==> config.mk <==
export PLATFORM = sky130hd
export DESIGN_NAME = uart_rx_status
export DESIGN_NICKNAME = d
export VERILOG_FILES = /design/src/rtl/usts_pkg.sv /design/src/rtl/usts_flag_core.sv /design/src/rtl/usts_loop_ctrl.sv /design/src/rtl/usts_stat_pack.sv /design/src/rtl/uart_rx_status.sv
export SDC_FILE = /design/constraint.sdc
export NUM_CORES = 1
export LEC_CHECK = 0
export BUFFER_PORTS_ARGS = -buffer_cell sky130_fd_sc_hd__buf_4
export CAP_MARGIN = 5
export CORE_AREA = 4 4 41 43
export CTS_BUF_LIST = sky130_fd_sc_hd__clkbuf_4
export CTS_CLUSTER_DIAMETER = 200
export DETAILED_ROUTE_END_ITERATION = 8
export DIE_AREA = 0 0 45 47
export GPL_TIMING_DRIVEN = 0
export MAX_ROUTING_LAYER = met4
export PLACE_DENSITY_LB_ADDON = 0.3
export SLEW_MARGIN = 0
export SYNTH_ARGS = -nofsm -noshare
export SYNTH_HDL_FRONTEND = slang
export SYNTH_SLANG_ARGS = --single-unit
==> constraint.sdc <==
create_clock -name clk -period 1.3 [get_ports clk]
set_input_delay 0.13 -clock clk [delete_from_list [all_inputs] [get_ports clk]]
set_output_delay 0.13 -clock clk [all_outputs]
set_load 0.05 [all_outputs]
==> src/rtl/usts_pkg.sv <==
package usts_pkg;
    localparam int STAT_W   = 16;
    localparam int LOW_W    = 8;
    localparam int B_LOOP   = 7;
    localparam int B_FRAME  = 6;
    localparam int B_OVR    = 5;
    localparam int B_PAR    = 4;
    localparam int B_BRK    = 3;
    localparam int B_ERR    = 2;
    localparam int B_ADDR   = 1;
    localparam int B_BUSY   = 0;

    typedef struct packed {
        logic frame;
        logic ovr;
        logic par;
        logic brk;
        logic err;
        logic addr;
        logic unread;
    } rx_flags_t;
endpackage

==> src/rtl/usts_flag_core.sv <==
module usts_flag_core
    import usts_pkg::*;
(
    input  logic      clk,
    input  logic      rst_n,
    input  logic      char_done,
    input  logic      frame_err,
    input  logic      par_err,
    input  logic      brk_det,
    input  logic      addr_idle,
    input  logic      par_en,
    input  logic      mp_addr,
    input  logic      rd_buf,
    input  logic      sw_reset,
    output rx_flags_t flags_q
);
    rx_flags_t flags_d;
    logic      overrun_now;
    logic      par_hit;

    always_comb begin
        flags_d     = flags_q;
        par_hit     = par_err & par_en;
        overrun_now = char_done & flags_q.unread & ~rd_buf;

        if (rd_buf) begin
            flags_d = '0;
        end

        if (char_done) begin
            flags_d.unread = 1'b1;
            if (frame_err)  flags_d.frame = 1'b1;
            if (par_hit)    flags_d.par   = 1'b1;
            if (brk_det)    flags_d.brk   = 1'b1;
            if (overrun_now) flags_d.ovr  = 1'b1;
            if (frame_err | par_hit | overrun_now) flags_d.err = 1'b1;
            if (mp_addr & addr_idle) flags_d.addr = 1'b1;
        end

        if (!mp_addr && addr_idle) begin
            flags_d.addr = 1'b1;
        end

        if (sw_reset) begin
            flags_d = '0;
        end
    end

    always_ff @(posedge clk or negedge rst_n) begin
        if (!rst_n) flags_q <= '0;
        else        flags_q <= flags_d;
    end
endmodule

==> src/rtl/usts_loop_ctrl.sv <==
module usts_loop_ctrl (
    input  logic clk,
    input  logic rst_n,
    input  logic wr_en,
    input  logic wr_loop,
    input  logic sw_reset,
    output logic loop_q
);
    logic loop_d;

    always_comb begin
        loop_d = loop_q;
        if (wr_en && sw_reset) loop_d = wr_loop;
    end

    always_ff @(posedge clk or negedge rst_n) begin
        if (!rst_n) loop_q <= 1'b0;
        else        loop_q <= loop_d;
    end
endmodule

==> src/rtl/usts_stat_pack.sv <==
module usts_stat_pack
    import usts_pkg::*;
#(
    parameter int W = STAT_W
) (
    input  rx_flags_t   flags,
    input  logic        loop_on,
    input  logic        par_en,
    input  logic        busy,
    output logic [W-1:0] word
);
    localparam int RSV_N = W - LOW_W;

    always_comb begin
        word[B_LOOP]  = loop_on;
        word[B_FRAME] = flags.frame;
        word[B_OVR]   = flags.ovr;
        word[B_PAR]   = flags.par & par_en;
        word[B_BRK]   = flags.brk;
        word[B_ERR]   = flags.err;
        word[B_ADDR]  = flags.addr;
        word[B_BUSY]  = busy;
    end

    for (genvar i = 0; i < RSV_N; i++) begin : g_rsv
        assign word[LOW_W + i] = 1'b0;
    end
endmodule

==> src/rtl/uart_rx_status.sv <==
module uart_rx_status
    import usts_pkg::*;
(
    input  logic              clk,
    input  logic              rst_n,
    input  logic              char_done,
    input  logic              frame_err,
    input  logic              par_err,
    input  logic              brk_det,
    input  logic              addr_idle,
    input  logic              par_en,
    input  logic              mp_addr,
    input  logic              rd_buf,
    input  logic              tx_busy,
    input  logic              rx_busy,
    input  logic              sw_reset,
    input  logic              wr_en,
    input  logic              wr_loop,
    input  logic              tx_line,
    input  logic              rx_pin,
    output logic [STAT_W-1:0] status,
    output logic              loop_en,
    output logic              rx_line
);
    rx_flags_t flags;
    logic      loop_q;
    logic      busy_any;

    usts_flag_core u_core (
        .clk       (clk),
        .rst_n     (rst_n),
        .char_done (char_done),
        .frame_err (frame_err),
        .par_err   (par_err),
        .brk_det   (brk_det),
        .addr_idle (addr_idle),
        .par_en    (par_en),
        .mp_addr   (mp_addr),
        .rd_buf    (rd_buf),
        .sw_reset  (sw_reset),
        .flags_q   (flags)
    );

    usts_loop_ctrl u_loop (
        .clk      (clk),
        .rst_n    (rst_n),
        .wr_en    (wr_en),
        .wr_loop  (wr_loop),
        .sw_reset (sw_reset),
        .loop_q   (loop_q)
    );

    assign busy_any = tx_busy | rx_busy;

    usts_stat_pack #(.W(STAT_W)) u_pack (
        .flags   (flags),
        .loop_on (loop_q),
        .par_en  (par_en),
        .busy    (busy_any),
        .word    (status)
    );

    assign loop_en = loop_q;
    assign rx_line = loop_q ? tx_line : rx_pin;
endmodule

# After elaboration in Yosys (flattened, before gate mapping)
# Cells that the tools add are included.
# classes
muxes	11
bitwise_logic	9
reduce_logical	4
# ops
cell	n
two-way mux 7 bit	3
two-way mux 1 bit	8
AND 1 bit	5
OR 1 bit	3
nonzero test 3 bit	1
logical AND 1 bit	2
logical NOT 1 bit	1
NOT 1 bit	1
# totals
wordCells	32
register_bits	8
in_bits	17
out_inout_bits	18

# Logic depth before layout (Yosys ltp)
# logic_depth
depth_word	7
depth_mapped	3
ltp_nobuf	3

# Hierarchy
# Synthesis repeated with hierarchy kept, for this count alone.
# unflattened
cells_unflattened	49
area_unflattened_um2	461.7
# modules_own_cells
module	seq_area_each_um2	cells_each	area_per_inst_um2	n_inst
usts_flag_core	175.2	27	274.0	1
usts_stat_pack	0.0	17	122.6	1
usts_loop_ctrl	25.0	3	43.8	1
uart_rx_status	0.0	2	21.3	1

# Least setup slack after synthesis
# No wires, ideal clock.
# synth_timing
path_type	reg2out
from	register u_loop.loop_q
to	output rx_line
required_ns	1.170
path_slack_ns	0.012
n_path_buf	0
stages_incl_launch_ff	2
arrival_ns	1.158
cell_sequence	dfrtp_1 > mux2_2
# synth_between
elab_chain_cells	1
# synth_lines
element	line_no	text
from (decl)	usts_loop_ctrl.sv:7	output logic loop_q
from (signal assigned)	usts_loop_ctrl.sv:18	else loop_q <= loop_d;
two-way mux 1 bit	uart_rx_status.sv:64	assign rx_line = loop_q ? tx_line : rx_pin;
to (decl)	uart_rx_status.sv:23	output logic rx_line
# No other way between the ends.

# Worst setup path after layout
# Same ends and word-level chain as after synthesis.

==> results.md <==
Status:
- The run finished with clean final reports.

Synthesis:
- Yosys mapped the design onto 19 distinct sky130hd cell types.
- The fraction of synthesis flops using an asynchronous set or reset pin is 100.0%.
- Summing the areas of all compound-gate instances in the mapped netlist gives 9.763% of the synthesized area.
- The synthesized-area fraction occupied by adder cells is 0%.
- Yosys mapped a number of flops with a built-in enable equal to 0.
- The synthesis warning total is 0.
- The main combinational cell family by area after synthesis is buffers and inverters.
- The number of flip-flops and latches in the synthesized netlist is 8.
- The per-instance average area after synthesis is 9.484 µm².
- The cell area that synthesis handed to floorplanning was 474.2 µm².
- The share of cell area taken by muxes after synthesis is 5.541%.
- The share of the Yosys chip area taken by registers is 42.22%.
- Summing the areas of all and, or, nand and nor instances in the mapped netlist gives 13.98% of the synthesized area.
- The number of cells produced by synthesis is 50.
- After Yosys synthesis, XOR and XNOR cells account for 0% of the synthesized area.
- The main flop type after synthesis is dfrtp_1.

Floorplan:
- The core area is 0.001301 mm².
- The die covers 0.002115 mm².
- 35 I/O pins were placed.
- In this run the vertical extent of the chip is 47 µm.
- The starting density of the core is 36.44%.
- After floorplanning, the core was divided into 13 placement rows.
- The width of the die is 45 µm.

Routing:
- The post-route DRC violation count is 0.
- The per-cell via count in the routed design is 4.118.
- The remaining antenna violation count after routing is 0.
- The final wirelength is 1016 µm.
- The final routed wire length divided by cell count is 9.961 µm.
- The violation count after the first detailed-route iteration is 3.
- For this run, the detailed router's first-pass iteration total came to 4.
- The final route contains 420 vias.

Global route:
- The initial antenna violation count is 0.
- Entering global routing, the biggest net connects 9 pins.
- The global-route wire length before repair is 1587 µm.
- For this run, the total global-route usage over all layers was measured as 10.88%.
- The sum of overflow across all layers after global routing is 0.
- The number of global-route vias before repair is 401.

Power:
- The static leakage power is 0.4233 nW.
- The power density of the placed cells is 1039 mW/mm².
- The post-route total power is 0.7760 mW.
- IR analysis of the VDD net gives a maximum drop of 0.5498 mV.

Critical path:
- Of all nets on the critical path, the largest fanout is 2.
- In this run the worst setup path begins at u_loop.loop_q.
- For the worst setup path, the data required time is 1.17 ns.
- The worst flop-to-flop path endpoint is u_core.flags_q[2].
- The sort of element at the end of the critical path is an output port.
- The termination of the worst setup path is rx_line.
- The type of origin of the critical path is a flip-flop.
- The number of cells on the worst reg-to-reg path is 3.
- Setup slack on the worst reg-to-reg path comes out at 0.41 ns.
- The category of the most critical setup path is reg -> out.
- The startpoint identified for the worst register-to-register timing path is u_core.flags_q[0].
- At the worst endpoint, the arrival time is 1.12 ns.

Clock network:
- In this run, CTS created clock tree buffers numbering 3.
- Clock tree synthesis found a total of 8 sinks.
- CTS placed an instance of clkbuf_4 at the clock tree root.
- After clock tree synthesis, the clock-pin slew on the worst setup and hold paths is 0.05 ns.
- The maximum count of clock buffers along a single path is 2.
- CTS built an H-tree with a depth of 1.
- The number of resized instances in the post-cts repair step is 0.
- At the later pin of the worst-skew pair, clock insertion delay measures 0.25 ns.
- TritonCTS built the clock tree.

Place:
- In this run the tool buffered the top-level ports with 25 buffer cells.
- The routability congestion estimate is 0.7106.
- The sum of net half-perimeters after detailed placement is 817.7 µm.

Flow run:
- Max-cap violations in this run came to 0.

STA:
- The max-slew violation total from the final report was 0.
- Setup violations remaining at the end of the flow were counted as 0.
- Static timing analysis puts the maximum clock frequency at 798.7 MHz.
- Setup repair after global routing left no endpoint under its margin.
- The share of the clock period used by the worst path after layout is 96.31%.
- The final hold violation count is 0.
- The shortest clock period the worst path allows after layout is 1.252 ns.
- The setup skew after layout is 0.005383 ns.
- Setup total negative slack on the finished layout was measured at 0 ns.

Layout:
- From synthesis to final layout, the design area changed by 57.52%.
- Measured on the finished design, the core utilization comes to 57.40%.
- In the final design database the tool counted 106 nets.
- The fraction of final layout cells sized beyond drive strength 1 is 56.32%.
- The antenna diode instance count is 0.

Min path:
- In this run the worst hold path is classified as in -> reg.
==> kinds of logic after synthesis <==
| kind of cell | Yosys count |
|---|---|
| other | 1 |
| AND/OR/NAND/NOR | 13 |
| buffers and inverters | 18 |
| AO/OA/AOI/OAI | 8 |
| flip-flops | 8 |
| multiplexers | 2 |
==> sequential cells by signal (all words and copies together), names as in the netlist <==
name	count
u_core.flags_q	7
u_loop.loop_q	1
==> power by group <==
group          total [mW]  leakage (nW)  switching [mW]  internal [mW]
Combinational       0.314         0.305           0.189          0.125
Clock               0.188        0.0138          0.0827          0.106
Sequential          0.274         0.105         0.00871          0.265
Total               0.776         0.423           0.280          0.496
==> worst max-delay path: stages (launching register included) <==
cell and delay (ns):
dfrtp_1 0.35, mux2_2 0.33, buf_4 0.19
==> layout by cell type (no fill, tap or decap), types with 2 or more instances in the layout <==
master,instances
a21oi_1,3
nand2_1,3
buf_4,41
dfrtp_1,8
inv_1,2
a22oi_1,2
conb_1,8
nor2_1,4
o21ai_0,2
clkbuf_4,3
==> layer usage <==
layer	part of all wire, %	vias up	track usage, %
met5	0	-	-
met4	1.6	0	5.263
met3	12	2	2.299
met2	53	21	19.77
met1	33	182	11.01
li1	-	215	-
==> synthesized netlist by cell type (all sizes together), types with 2 or more instances <==
cell type / n / area share [%]
nor2: 4 / 3.2
dfrtp: 8 / 42
nand2: 4 / 4.7
buf: 16 / 26
a21oi: 3 / 3.2
inv: 2 / 1.6
a22oi: 2 / 3.2
mux2: 2 / 5.5
o21ai: 2 / 2.1
==> how the worst min path moves through the flow <==
| stage | slack, ns | end | startpoint | depth (start not counted) |
|---|---|---|---|---|
| global placement | -0.05 | u_core.flags_q[5] | rst_n | 1 |
| detailed placement | -0.04 | u_loop.loop_q | rst_n | 1 |
| CTS | 0.04 | u_core.flags_q[5] | rd_buf | 2 |
| finish | 0.05 | u_core.flags_q[5] | rd_buf | 2 |
| floorplan | -0.17 | u_core.flags_q[0] | rst_n | 0 |
| global route | 0.05 | u_core.flags_q[5] | rd_buf | 2 |
==> metrics by stage <==
stage	hold slack (ns)	setup slack, ns	area, µm²	std cells
floorplan	-0.1656	0.01229	500.5	57
global placement	-0.04659	0.2680	706.9	97
detailed placement	-0.04344	0.2621	706.9	97
CTS	0.04178	0.03634	747.0	102
global route	0.05427	0.007540	747.0	102
finish	0.04799	0.04792	747.0	102
==> timing repair <==
action,in CTS,in global routing
setup endpoints to repair,1,0
hold buffers,1,0
hold endpoints to repair,8,0
buffers inserted,1,0
==> cell type report <==
cell class / count / area [µm²]
multi-input cells: 31 / 168.9
clock buffers: 3 / 22.52
inverters: 2 / 7.507
plain buffers: 16 / 123.9
fillers: 132 / 554.3
well taps: 15 / 18.77
repair buffers: 27 / 205.2
flip-flops and latches: 8 / 200.2
Note: power is estimated with default switching activity, not from simulation.
